==> src/rtl/fwd_pkg.sv <==
package fwd_pkg;
  // Byte offsets inside an Ethernet/IPv4 frame (preamble removed)
  localparam int OffMacLast  = 5;
  localparam int OffTypeHi   = 12;
  localparam int OffTypeLo   = 13;
  localparam int OffTtl      = 22;
  localparam int OffSumHi    = 24;
  localparam int OffSumLo    = 25;
  localparam int OffIpFirst  = 30;
  localparam int OffIpLast   = 33;

  localparam logic [15:0] EtypeIpv4 = 16'h0800;

  // Strobes from control to datapath for the byte leaving the delay line
  typedef struct packed {
    logic       useMac;
    logic [2:0] macSel;
    logic       useTtl;
    logic       useSumHi;
    logic       useSumLo;
    logic       kill;
  } fwdStrobe_t;
endpackage

==> src/rtl/fwd_ctrl.sv <==
module fwd_ctrl
  import fwd_pkg::*;
#(
  parameter int CNT_W  = 12,
  parameter int PORTS  = 4,
  parameter int MISS_W = 16
) (
  input  logic              clk,
  input  logic              rst_n,
  input  logic              inValid,
  input  logic [7:0]        inByte,
  input  logic              routerEn,
  input  logic              bridgeMode,
  input  logic [31:0]       ifaceAddr,
  input  logic              lkpRspValid,
  input  logic [47:0]       lkpRspMac,
  input  logic [PORTS-1:0]  lkpRspPort,
  input  logic              dValid,
  output logic              lkpReq,
  output logic [31:0]       lkpKey,
  output fwdStrobe_t        strobe,
  output logic [47:0]       nhMac,
  output logic [7:0]        hdrTtl,
  output logic [15:0]       hdrSum,
  output logic [PORTS-1:0]  outPortMask,
  output logic              outToHost,
  output logic [MISS_W-1:0] missCount
);
  localparam logic [CNT_W-1:0] CntMax = {CNT_W{1'b1}};

  // ---------------- input side: counting and field capture
  logic [CNT_W-1:0] inCnt;
  logic [47:0] capMac;
  logic [15:0] capType;
  logic [31:0] capIp;
  logic [7:0]  capTtl;
  logic [15:0] capSum;

  always_ff @(posedge clk or negedge rst_n) begin
    if (!rst_n) begin
      inCnt   <= '0;
      capMac  <= '0;
      capType <= '0;
      capIp   <= '0;
      capTtl  <= '0;
      capSum  <= '0;
    end else if (!inValid) begin
      inCnt <= '0;
    end else begin
      if (inCnt != CntMax) inCnt <= inCnt + 1'b1;
      if (inCnt <= CNT_W'(OffMacLast)) capMac <= {capMac[39:0], inByte};
      if (inCnt == CNT_W'(OffTypeHi) || inCnt == CNT_W'(OffTypeLo))
        capType <= {capType[7:0], inByte};
      if (inCnt == CNT_W'(OffTtl)) capTtl <= inByte;
      if (inCnt == CNT_W'(OffSumHi) || inCnt == CNT_W'(OffSumLo))
        capSum <= {capSum[7:0], inByte};
      if (inCnt >= CNT_W'(OffIpFirst) && inCnt <= CNT_W'(OffIpLast))
        capIp <= {capIp[23:0], inByte};
    end
  end

  // Lookup launched in the very cycle the last address byte is present
  assign lkpReq = inValid && (inCnt == CNT_W'(OffIpLast)) && routerEn && !bridgeMode;
  assign lkpKey = {capIp[23:0], inByte};

  // ---------------- reply holding register
  logic             rspHeld;
  logic [47:0]      rspMac;
  logic [PORTS-1:0] rspPort;
  logic [CNT_W-1:0] outCnt;
  logic             frameStart;

  assign frameStart = dValid && (outCnt == '0);

  always_ff @(posedge clk or negedge rst_n) begin
    if (!rst_n) begin
      rspHeld <= 1'b0;
      rspMac  <= '0;
      rspPort <= '0;
    end else if (lkpRspValid) begin
      rspHeld <= 1'b1;
      rspMac  <= lkpRspMac;
      rspPort <= lkpRspPort;
    end else if (lkpReq || frameStart) begin
      rspHeld <= 1'b0;
    end
  end

  logic             rspAvail;
  logic [47:0]      rspMacNow;
  logic [PORTS-1:0] rspPortNow;
  assign rspAvail   = rspHeld || lkpRspValid;
  assign rspMacNow  = rspHeld ? rspMac  : lkpRspMac;
  assign rspPortNow = rspHeld ? rspPort : lkpRspPort;

  // ---------------- per-frame decision at output offset 0
  logic isV4, hostHit, routed, decFwd, decHost, decKill;
  assign isV4    = (capType == EtypeIpv4);
  assign hostHit = (isV4 && (capIp == ifaceAddr || capIp == '0)) || capMac[40];
  assign routed  = routerEn && !bridgeMode;
  assign decFwd  = routed && isV4 && !hostHit && (capTtl > 8'd1);
  assign decHost = hostHit || (routed && isV4 && (capTtl < 8'd2));
  assign decKill = decFwd && !rspAvail;

  logic             frmFwd, frmHost, frmKill;
  logic [47:0]      frmMac;
  logic [PORTS-1:0] frmMask;
  logic [7:0]       frmTtl;
  logic [15:0]      frmSum;

  always_ff @(posedge clk or negedge rst_n) begin
    if (!rst_n) begin
      frmFwd  <= 1'b0;
      frmHost <= 1'b0;
      frmKill <= 1'b0;
      frmMac  <= '0;
      frmMask <= '0;
      frmTtl  <= '0;
      frmSum  <= '0;
    end else if (frameStart) begin
      frmFwd  <= decFwd;
      frmHost <= decHost;
      frmKill <= decKill;
      frmMac  <= rspMacNow;
      frmMask <= rspPortNow;
      frmTtl  <= capTtl;
      frmSum  <= capSum;
    end
  end

  logic             curFwd, curHost, curKill;
  logic [PORTS-1:0] curMask;
  assign curFwd  = frameStart ? decFwd     : frmFwd;
  assign curHost = frameStart ? decHost    : frmHost;
  assign curKill = frameStart ? decKill    : frmKill;
  assign curMask = frameStart ? rspPortNow : frmMask;
  assign nhMac   = frameStart ? rspMacNow  : frmMac;
  assign hdrTtl  = frameStart ? capTtl     : frmTtl;
  assign hdrSum  = frameStart ? capSum     : frmSum;

  // ---------------- output side counter and strobes
  always_ff @(posedge clk or negedge rst_n) begin
    if (!rst_n)           outCnt <= '0;
    else if (!dValid)     outCnt <= '0;
    else if (outCnt != CntMax) outCnt <= outCnt + 1'b1;
  end

  logic rewrite;
  assign rewrite = curFwd && !curKill;

  always_comb begin
    strobe          = '0;
    strobe.kill     = curKill;
    strobe.macSel   = outCnt[2:0];
    strobe.useMac   = rewrite && (outCnt <= CNT_W'(OffMacLast));
    strobe.useTtl   = rewrite && (outCnt == CNT_W'(OffTtl));
    strobe.useSumHi = rewrite && (outCnt == CNT_W'(OffSumHi));
    strobe.useSumLo = rewrite && (outCnt == CNT_W'(OffSumLo));
  end

  always_ff @(posedge clk or negedge rst_n) begin
    if (!rst_n) begin
      outPortMask <= '0;
      outToHost   <= 1'b0;
      missCount   <= '0;
    end else begin
      outPortMask <= (dValid && rewrite) ? curMask : '0;
      outToHost   <= dValid && !curKill && curHost;
      if (frameStart && decKill && missCount != {MISS_W{1'b1}})
        missCount <= missCount + 1'b1;
    end
  end

  // ---------------- assertions
  p_req_single_r3: assert property (@(posedge clk) disable iff (!rst_n)
    lkpReq |=> !lkpReq);

  p_miss_step_r8: assert property (@(posedge clk) disable iff (!rst_n)
    (missCount != $past(missCount)) |-> (missCount == $past(missCount) + 1'b1));

  p_miss_only_start_r8: assert property (@(posedge clk) disable iff (!rst_n)
    !frameStart |=> (missCount == $past(missCount)));
endmodule

==> src/rtl/fwd_datapath.sv <==
module fwd_datapath
  import fwd_pkg::*;
#(
  parameter int DEPTH = 42
) (
  input  logic       clk,
  input  logic       rst_n,
  input  logic       inValid,
  input  logic [7:0] inByte,
  input  fwdStrobe_t strobe,
  input  logic [47:0] nhMac,
  input  logic [7:0] hdrTtl,
  input  logic [15:0] hdrSum,
  output logic       dValid,
  output logic       outValid,
  output logic [7:0] outByte
);
  localparam int WORD_W = 9;

  // {valid, byte} words marching through the delay line
  logic [DEPTH-1:0][WORD_W-1:0] line;

  always_ff @(posedge clk or negedge rst_n) begin
    if (!rst_n) line <= '0;
    else        line <= {line[DEPTH-2:0], {inValid, inByte}};
  end

  logic [7:0] dByte;
  assign dValid = line[DEPTH-1][8];
  assign dByte  = line[DEPTH-1][7:0];

  // Incremental checksum: TTL drop lowers the TTL/protocol word by 0x0100,
  // i.e. adds 0xFEFF in one's complement to the inverted checksum.
  logic [16:0] sumRaw;
  logic [15:0] sumFold, newSum;
  logic [7:0]  newTtl;
  assign sumRaw  = {1'b0, ~hdrSum} + 17'h0FEFF;
  assign sumFold = sumRaw[15:0] + {15'd0, sumRaw[16]};
  assign newSum  = ~sumFold;
  assign newTtl  = hdrTtl - 8'd1;

  logic [7:0] macByte;
  always_comb begin
    case (strobe.macSel)
      3'd0:    macByte = nhMac[47:40];
      3'd1:    macByte = nhMac[39:32];
      3'd2:    macByte = nhMac[31:24];
      3'd3:    macByte = nhMac[23:16];
      3'd4:    macByte = nhMac[15:8];
      default: macByte = nhMac[7:0];
    endcase
  end

  logic [7:0] muxByte;
  always_comb begin
    if (strobe.useMac)        muxByte = macByte;
    else if (strobe.useTtl)   muxByte = newTtl;
    else if (strobe.useSumHi) muxByte = newSum[15:8];
    else if (strobe.useSumLo) muxByte = newSum[7:0];
    else                      muxByte = dByte;
  end

  always_ff @(posedge clk or negedge rst_n) begin
    if (!rst_n) begin
      outValid <= 1'b0;
      outByte  <= '0;
    end else begin
      outValid <= dValid && !strobe.kill;
      outByte  <= (dValid && !strobe.kill) ? muxByte : 8'd0;
    end
  end

  p_idle_follows_r2: assert property (@(posedge clk) disable iff (!rst_n)
    !dValid |=> !outValid);

  p_kill_stable_r8: assert property (@(posedge clk) disable iff (!rst_n)
    (dValid && $past(dValid)) |-> (strobe.kill == $past(strobe.kill)));

  p_one_rewrite_r5: assert property (@(posedge clk) disable iff (!rst_n)
    $countones({strobe.useMac, strobe.useTtl, strobe.useSumHi, strobe.useSumLo}) <= 1);
endmodule

==> src/rtl/ip4_fwd_pipe.sv <==
module ip4_fwd_pipe
  import fwd_pkg::*;
#(
  parameter int DEPTH  = 42,
  parameter int PORTS  = 4,
  parameter int CNT_W  = 12,
  parameter int MISS_W = 16
) (
  input  logic              clk,
  input  logic              rst_n,
  input  logic              inValid,
  input  logic [7:0]        inByte,
  input  logic              routerEn,
  input  logic              bridgeMode,
  input  logic [31:0]       ifaceAddr,
  output logic              lkpReq,
  output logic [31:0]       lkpKey,
  input  logic              lkpRspValid,
  input  logic [47:0]       lkpRspMac,
  input  logic [PORTS-1:0]  lkpRspPort,
  output logic              outValid,
  output logic [7:0]        outByte,
  output logic [PORTS-1:0]  outPortMask,
  output logic              outToHost,
  output logic [MISS_W-1:0] missCount
);
  fwdStrobe_t  strobe;
  logic        dValid;
  logic [47:0] nhMac;
  logic [7:0]  hdrTtl;
  logic [15:0] hdrSum;

  fwd_ctrl #(.CNT_W(CNT_W), .PORTS(PORTS), .MISS_W(MISS_W)) u_ctrl (
    .clk(clk), .rst_n(rst_n), .inValid(inValid), .inByte(inByte),
    .routerEn(routerEn), .bridgeMode(bridgeMode), .ifaceAddr(ifaceAddr),
    .lkpRspValid(lkpRspValid), .lkpRspMac(lkpRspMac), .lkpRspPort(lkpRspPort),
    .dValid(dValid), .lkpReq(lkpReq), .lkpKey(lkpKey), .strobe(strobe),
    .nhMac(nhMac), .hdrTtl(hdrTtl), .hdrSum(hdrSum),
    .outPortMask(outPortMask), .outToHost(outToHost), .missCount(missCount)
  );

  fwd_datapath #(.DEPTH(DEPTH)) u_dp (
    .clk(clk), .rst_n(rst_n), .inValid(inValid), .inByte(inByte),
    .strobe(strobe), .nhMac(nhMac), .hdrTtl(hdrTtl), .hdrSum(hdrSum),
    .dValid(dValid), .outValid(outValid), .outByte(outByte)
  );

  p_mask_idle_r4: assert property (@(posedge clk) disable iff (!rst_n)
    !outValid |-> (outPortMask == '0));

  p_host_idle_r6: assert property (@(posedge clk) disable iff (!rst_n)
    !outValid |-> !outToHost);
endmodule

==> config.mk <==
export PLATFORM = sky130hd
export DESIGN_NAME = ip4_fwd_pipe
export DESIGN_NICKNAME = d
export VERILOG_FILES = /design/src/rtl/fwd_pkg.sv /design/src/rtl/fwd_ctrl.sv /design/src/rtl/fwd_datapath.sv /design/src/rtl/ip4_fwd_pipe.sv
export SDC_FILE = /design/constraint.sdc
export NUM_CORES = 1
export LEC_CHECK = 0
export BUFFER_PORTS_ARGS = -buffer_cell sky130_fd_sc_hd__buf_2
export CAP_MARGIN = 20
export CORE_MARGIN = 2
export CORE_UTILIZATION = 50
export DETAILED_ROUTE_END_ITERATION = 8
export MAX_ROUTING_LAYER = met4
export PLACE_DENSITY = 0.67
export SYNTH_ARGS = -nofsm -noshare
export SYNTH_HDL_FRONTEND = slang
export SYNTH_SLANG_ARGS = --single-unit
==> constraint.sdc <==
create_clock -name clk -period 10.9 [get_ports clk]
set_clock_uncertainty 0.15 [all_clocks]
set_input_delay 1.09 -clock clk [delete_from_list [all_inputs] [get_ports clk]]
set_output_delay 1.09 -clock clk [all_outputs]
set_load 0.02 [all_outputs]
## After elaboration in Yosys (flattened, before gate mapping)

Cells that the tools add are included.

- Register bits: 677
- Bits in latches: 0
- Memory bits (writable): 0
- ROM bits: 0
- Bits of input ports: 98
- Logic and storage cells: 162
- Memories: 0

- Add/sub/neg operators: 6
- Multipliers: 0
- Divide/modulo/power cells: 0
- $lt $le $gt $ge: 6
- Equal/unequal tests: 20
- Shift-type cells: 0
- Mux-type cells: 22
- Bitwise operators: 2
- Reduce and logical (&&, ||, !) cells: 42

Operators by type and width:

| operator | count |
|---|---|
| $mux 48 | 2 |
| $eq 12x5->1 const B | 6 |
| $mux 12 | 4 |
| $mux 8 | 6 |
| $pmux 8 s5 | 1 |
| $eq 32x32->1 | 1 |
| $logic_not 32->1 | 1 |
| $not 16->16 | 2 |
| $add 12x1->12 const B | 2 |
| $eq 12x4->1 const B | 2 |
| $le 12x3->1 const B | 2 |
| $ne 12x12->1 const B | 2 |
| $logic_and 1x1->1 | 22 |
| $add 16x16->17 const B | 1 |
| $add 16x1->16 | 1 |
| $add 16x1->16 const B | 1 |
| $eq 16x12->1 const B | 1 |
| $mux 16 | 1 |
| $ne 16x16->1 const B | 1 |
| $eq 12x6->1 const B | 1 |
| $ge 12x5->1 const B | 1 |
| $le 12x6->1 const B | 1 |
| $logic_not 12->1 | 1 |
| $mux 4 | 3 |
| 14 further kinds | 32 |

## Longest topological paths before layout

- Depth in word-level cells: 17
- Gate-level depth with buffers: 26
- Gate-level depth less buffers: 19

## Cells and area by module

Synthesis repeated with hierarchy kept, for this count alone.

- Cell total of the unflattened synthesis: 1567
- Area total of the unflattened synthesis: 23058.4 sq um

Modules (own cells, without submodules):

| module | instances | cells an instance | area each (sq um) | sequential area each (sq um) |
|---|---|---|---|---|
| fwd_ctrl | 1 | 933 | 11588.6 | 6381.1 |
| fwd_datapath | 1 | 634 | 11469.8 | 9684.3 |

## Least setup slack after synthesis

No wires, ideal clock.

- Kind: flip-flop to flip-flop
- Start: register u_ctrl.outCnt[0]
- End: register u_dp.outByte[4]
- Arrival time: 5273 ps
- Slack: 5336 ps
- Stages on the path, launching flop included: 25
- Cells stage by stage: dfrtp_1 inv_1 ha_1 and3b_1 nand4_4 buf_8 buf_6 buf_6 clkbuf_1 clkbuf_1 clkbuf_1 buf_2 mux2_2 ha_1 nand2_1 mux2_4 o41ai_1 nand4_1 ha_1 and2b_2 nand4_1 nand2_1 mux2_2 a221oi_1 a221oi_1

- Cells in the longest elaborated chain, start to end: 12
- Elaborated cells on any way between the ends: 34

Ends and longest elaborated chain:

| item | line | text |
|---|---|---|
| start: declaration | fwd_ctrl.sv:70 | `logic [CNT_W-1:0] outCnt;` |
| start signal: assignment | fwd_ctrl.sv:145 | `else if (outCnt != CntMax) outCnt <= outCnt + 1'b1;` |
| $logic_not 12->1 (*) | fwd_ctrl.sv:73 | `assign frameStart = dValid && (outCnt == '0);` |
| $logic_and 1x1->1 (*) | fwd_ctrl.sv:73 |  |
| $mux 16 (*) | fwd_ctrl.sv:139 | `assign hdrSum = frameStart ? capSum : frmSum;` |
| net hdrSum[0] | ip4_fwd_pipe.sv:31 | `logic [15:0] hdrSum;` |
| $not 16->16 (*) | fwd_datapath.sv:37 | `assign sumRaw = {1'b0, ~hdrSum} + 17'h0FEFF;` |
| $add 16x16->17 (*) | fwd_datapath.sv:37 |  |
| $add 16x1->16 (*) | fwd_datapath.sv:38 | `assign sumFold = sumRaw[15:0] + {15'd0, sumRaw[16]};` |
| $not 16->16 (*) | fwd_datapath.sv:39 | `assign newSum = ~sumFold;` |
| $mux 8 | fwd_datapath.sv:59 | `else if (strobe.useSumLo) muxByte = newSum[7:0];` |
| $mux 8 (*) | fwd_datapath.sv:58 | `else if (strobe.useSumHi) muxByte = newSum[15:8];` |
| $mux 8 (*) | fwd_datapath.sv:57 | `else if (strobe.useTtl) muxByte = newTtl;` |
| $mux 8 (*) | fwd_datapath.sv:56 | `if (strobe.useMac) muxByte = macByte;` |
| $mux 8 (*) | fwd_datapath.sv:69 | `outByte <= (dValid && !strobe.kill) ? muxByte : 8'd0;` |
| end signal: assignment | fwd_datapath.sv:69 |  |
| end: declaration | fwd_datapath.sv:16 | `output logic [7:0] outByte` |

The timed path passes the listed nets; every way through them passes the cells marked *.
A chain may end at the register's enable or synchronous reset.

## Final worst setup path

- Start: register u_ctrl.outCnt[0]
- End: register u_dp.outByte[2]

- Cells in the longest elaborated chain, start to end: 12
- Elaborated cells on any way between the ends: 34

Ends and longest elaborated chain:

| item | line |
|---|---|
| $logic_not 12->1 | fwd_ctrl.sv:73 |
| $logic_and 1x1->1 | fwd_ctrl.sv:73 |
| $mux 16 | fwd_ctrl.sv:139 |
| $not 16->16 | fwd_datapath.sv:37 |
| $add 16x16->17 | fwd_datapath.sv:37 |
| $add 16x1->16 | fwd_datapath.sv:38 |
| $not 16->16 | fwd_datapath.sv:39 |
| $mux 8 | fwd_datapath.sv:59 |
| $mux 8 | fwd_datapath.sv:58 |
| $mux 8 | fwd_datapath.sv:57 |
| $mux 8 | fwd_datapath.sv:56 |
| $mux 8 (*) | fwd_datapath.sv:69 |

Mark *: on every way between the ends. The rest lies on a longest branch, timed or not.

==> flow_metrics.py <==
metrics = {
    "die": {
        "die-width_um": 217.2,
        "row_count": 78,
        "core_area_um2": 45090,
        "start_util_pct": 50.41,
        "die_h_um": 217.2,
        "top_level_ports": 161,
        "die_area_um2": 47180,
    },
    "pwr": {
        "max-vdd-ir-drop_v": 0.0001475,
        "power_density_nw_per_um2": 191.8,
        "p_leak_nw": 12.55,
    },
    "yosys": {
        "yosysWarnings": 0,
        "synth-async-reset-ratio_pct": 100.0,
        "post_synth.cell_area_avg_um2": 14.62,
        "synth_cell_types": 78,
        "synthesis.nets": 1668,
        "synthTopCellsByArea": "sky130_fd_sc_hd__dfrtp_1, sky130_fd_sc_hd__mux2_2, sky130_fd_sc_hd__mux2i_1",
        "synthFlopType": "sky130_fd_sc_hd__dfrtp_1",
        "number_of_cells_produced_by_synthesis": 1554,
        "synth-edff-count": 0,
        "post-synth-top-area-fraction_pct": 70.69,
        "synth.cell_area_um2": 22730,
        "synth-seq-cells": 642,
        "synth.largest_area_cell": "sky130_fd_sc_hd__dfrtp_1",
        "register_area_share_after_synthesis_pct": 70.69,
    },
    "placed_design": {
        "port-buffer-count": 160,
        "dpl_cell_area_um2": 23920,
        "gp_congestion": 0.8728,
        "post-dp-hpwl_mm": 27.39,
    },
    "setup_path": {
        "crit_path_category": "reg2reg",
        "crit_path_capture_type": "register",
        "crit_arrival_ns": 5.39,
        "critPathLaunchType": "register",
        "cp_data_required_time_ns": 11.23,
        "timing.critical_path.fanout_max": 55,
    },
    "clocking": {
        "clock_tree_from_tritoncts": "yes",
        "worst_setup_hold_path_clk_slew_ns": 0.06,
        "cts_max_path_buffers": 3,
        "post_cts_resized": 0,
        "clock_insertion_delay_worst_skew_ns": 0.64,
        "clockRootBuffer": "sky130_fd_sc_hd__clkbuf_16",
        "cts-buffers-inserted": 59,
        "cts_htree_levels": 2,
        "cts.sink_count": 642,
        "holdBufCountCts": 0,
        "cts.repair_timing.setup_buffer_count": 0,
    },
    "timing": {
        "final-hold-violation-count": 0,
        "achievable-frequency_ghz": 0.1977,
        "rsz0062_at_grt": "false",
        "tightest_slew_ns": 1.006,
        "timing.slew.headroom_pct": 31.84,
        "holdWs_ns": 0.1730,
        "setup-tns-final_ns": 0,
        "period_minus_slack_ns": 5.059,
        "final.period_utilization_pct": 46.42,
        "finalMaxSlewViolations": 0,
        "report.final.setup_viol": 0,
    },
    "grt": {
        "grt_first_pass_wirelength_mm": 69.23,
        "grt_max_degree": 125,
        "grt-ovfl-total": 0,
        "first_global_vias": 12714,
        "antenna_found_initial": 1,
        "grt_use_total_pct": 19.19,
    },
    "routing": {
        "detail_route.first_pass.iterations": 7,
        "routed_wl_mm": 42.55,
        "route.detailed.drc": 0,
        "route.detailed.wl_per_inst_um": 18.02,
        "routed-via-count": 12395,
        "drt_iter0_drc": 823,
        "via_per_inst": 5.250,
        "count_of_antenna_violating_nets_left_after_detailed_routing": 0,
    },
    "final_layout": {
        "post_route_cells_drive_above_1_share_pct": 25.51,
        "fin_area_um2": 26050,
        "n_fill_cell": 3562,
        "design.final.nets": 1824,
        "synthToLayoutAreaGrowth_pct": 14.61,
    },
    "run_status": {
        "outcome": "complete, no violations",
    },
    "worst_hold_path": {
        "holdCritPathClass": "reg2reg",
    },
    "run": {
        "max_cap_check_violation_count": 0,
    },
}
kinds of logic (layout without fill, tap and decap cells):
| kind of cell | count (synthesis) | count (layout) | synth area share, % |
|---|---|---|---|
| adders and majority gates | 16 | 16 | 0.8809 |
| other | 0 | 1 | 0 |
| xor gates and xnor gates | 81 | 81 | 3.122 |
| muxes | 230 | 230 | 11.15 |
| AOI/OAI and AO/OA | 164 | 164 | 4.696 |
| and+or+nand+nor | 308 | 308 | 6.876 |
| DFF | 642 | 642 | 70.69 |
| buffers and inverters | 113 | 319 | 2.587 |
synthesized netlist by cell type, types with 3 or more instances:
master and n:
sky130_fd_sc_hd__dfrtp_1 642, sky130_fd_sc_hd__mux2_2 151, sky130_fd_sc_hd__nand2_1 114, sky130_fd_sc_hd__mux2i_1 75, sky130_fd_sc_hd__o21ai_0 69, sky130_fd_sc_hd__xor2_1 50, sky130_fd_sc_hd__nor2_1 40, sky130_fd_sc_hd__nand3_1 34
sky130_fd_sc_hd__buf_4 33, sky130_fd_sc_hd__clkbuf_1 31, sky130_fd_sc_hd__xnor2_1 31, sky130_fd_sc_hd__inv_1 27, sky130_fd_sc_hd__a21oi_1 25, sky130_fd_sc_hd__nor4_1 25, sky130_fd_sc_hd__and3_1 17, sky130_fd_sc_hd__nand4_1 17
sky130_fd_sc_hd__a22oi_1 16, sky130_fd_sc_hd__ha_1 16, sky130_fd_sc_hd__nor3_1 15, sky130_fd_sc_hd__buf_1 12, sky130_fd_sc_hd__or3_1 8, sky130_fd_sc_hd__a31oi_1 7, sky130_fd_sc_hd__a211oi_1 6, sky130_fd_sc_hd__and2_1 5
sky130_fd_sc_hd__a221oi_1 4, sky130_fd_sc_hd__a31o_2 4, sky130_fd_sc_hd__nor2b_1 4, sky130_fd_sc_hd__o21a_1 4, sky130_fd_sc_hd__and3_2 3, sky130_fd_sc_hd__mux2i_4 3, sky130_fd_sc_hd__nand2b_1 3, sky130_fd_sc_hd__o2111ai_1 3
sky130_fd_sc_hd__or4_1 3
worst max-delay path: stages, from the launching register on:
cell and delay [ns]:
sky130_fd_sc_hd__dfrtp_1 0.43, sky130_fd_sc_hd__inv_1 0.11, sky130_fd_sc_hd__ha_1 0.38, sky130_fd_sc_hd__and3b_1 0.28, sky130_fd_sc_hd__nand4_4 0.14, sky130_fd_sc_hd__buf_4 0.62
sky130_fd_sc_hd__mux2_2 0.46, sky130_fd_sc_hd__o41ai_1 0.58, sky130_fd_sc_hd__nand4_1 0.26, sky130_fd_sc_hd__ha_1 0.25, sky130_fd_sc_hd__and2b_2 0.21, sky130_fd_sc_hd__nand4_1 0.21
sky130_fd_sc_hd__a211oi_1 0.15, sky130_fd_sc_hd__a21oi_1 0.18, sky130_fd_sc_hd__o21ai_0 0.11, sky130_fd_sc_hd__a221oi_1 0.38
worst paths after layout:
kind                                              startpoint                           to  slack (ns)  depth (start not counted)
max in group asynchronous                              rst_n  u_ctrl.frmMac[21]$_DFF_PN0_        7.99                          3
min in group asynchronous                              rst_n     u_dp.line[345]$_DFF_PN0_        0.41                          1
worst min register to register      u_dp.line[261]$_DFF_PN0_     u_dp.line[270]$_DFF_PN0_        0.17                          0
worst min-delay path                u_dp.line[261]$_DFF_PN0_     u_dp.line[270]$_DFF_PN0_        0.17                          0
worst max-delay path            u_ctrl.outCnt[0]$_DFFE_PN0P_    u_dp.outByte[2]$_DFF_PN0_        5.84                         15
worst max register to register  u_ctrl.outCnt[0]$_DFFE_PN0P_    u_dp.outByte[2]$_DFF_PN0_        5.84                         15
registers in the layout (all words and copies together), names as in the netlist, 12 cells and up:
| name | cells |
|---|---|
| u_ctrl.missCount | 16 |
| u_dp.line | 369 |
| u_ctrl.frmMac | 48 |
| u_ctrl.frmSum | 16 |
| u_ctrl.outCnt | 12 |
| u_ctrl.inCnt | 12 |
| u_ctrl.capType | 16 |
| u_ctrl.capIp | 32 |
| u_ctrl.rspMac | 48 |
| u_ctrl.capSum | 16 |
layout by cell type, fill, tap and decap left out, drive strengths merged, types with 20 or more instances in the layout:
cell type,Yosys,final
o21ai,69,69
xor2,50,50
a21oi,25,25
nor4,26,26
and3,20,20
clkbuf,33,96
nand2,115,115
inv,28,30
xnor2,31,31
nor2,40,40
nand3,34,34
buf,50,177
dfrtp,642,642
mux2i,78,78
mux2,152,152
power breakdown:
group          total, mW  internal [mW]  switching, mW
sequential          2.60           2.54         0.0581
combinational      0.313          0.122          0.191
clock               2.09           1.21          0.882
cell type report:
cell class / instances / area (µm²) / area share (%)
tap: 600 / 750.7 / 2.882
clock buffer: 95 / 1792 / 6.879
timing repair buffer: 178 / 1005 / 3.857
multi-input combinational: 799 / 6082 / 23.35
inverter: 30 / 112.6 / 0.4323
antenna: 1 / 2.502 / 0.009607
clock inverter: 16 / 236.5 / 0.9079
sequential: 642 / 16070 / 61.68
routing by layer:
metal	track usage, %	routed length [µm]	up-vias	part of all wire [%]
met4	5.845	1028	0	2.4
li1	-	-	5677	-
met2	28.49	19960	277	47
met1	27.31	19630	6370	46
met3	3.438	1933	71	4.5
met5	-	0	-	0
through the flow:
step / util [%] / setup WS (ns) / power [mW] / instances
2_1_floorplan: - / 5.336 / 2.809 / 1554
3_3_place_gp: 53.04 / 6.013 / 2.937 / 2243
3_5_place_dp: 53.05 / 5.903 / 2.952 / 2244
4_1_cts: 57.55 / 5.885 / 5.063 / 2355
5_1_grt: 57.77 / 5.455 / 5.217 / 2361
6_report: 57.77 / 5.841 / 4.995 / 2361
(Power assumes the default switching activity.)
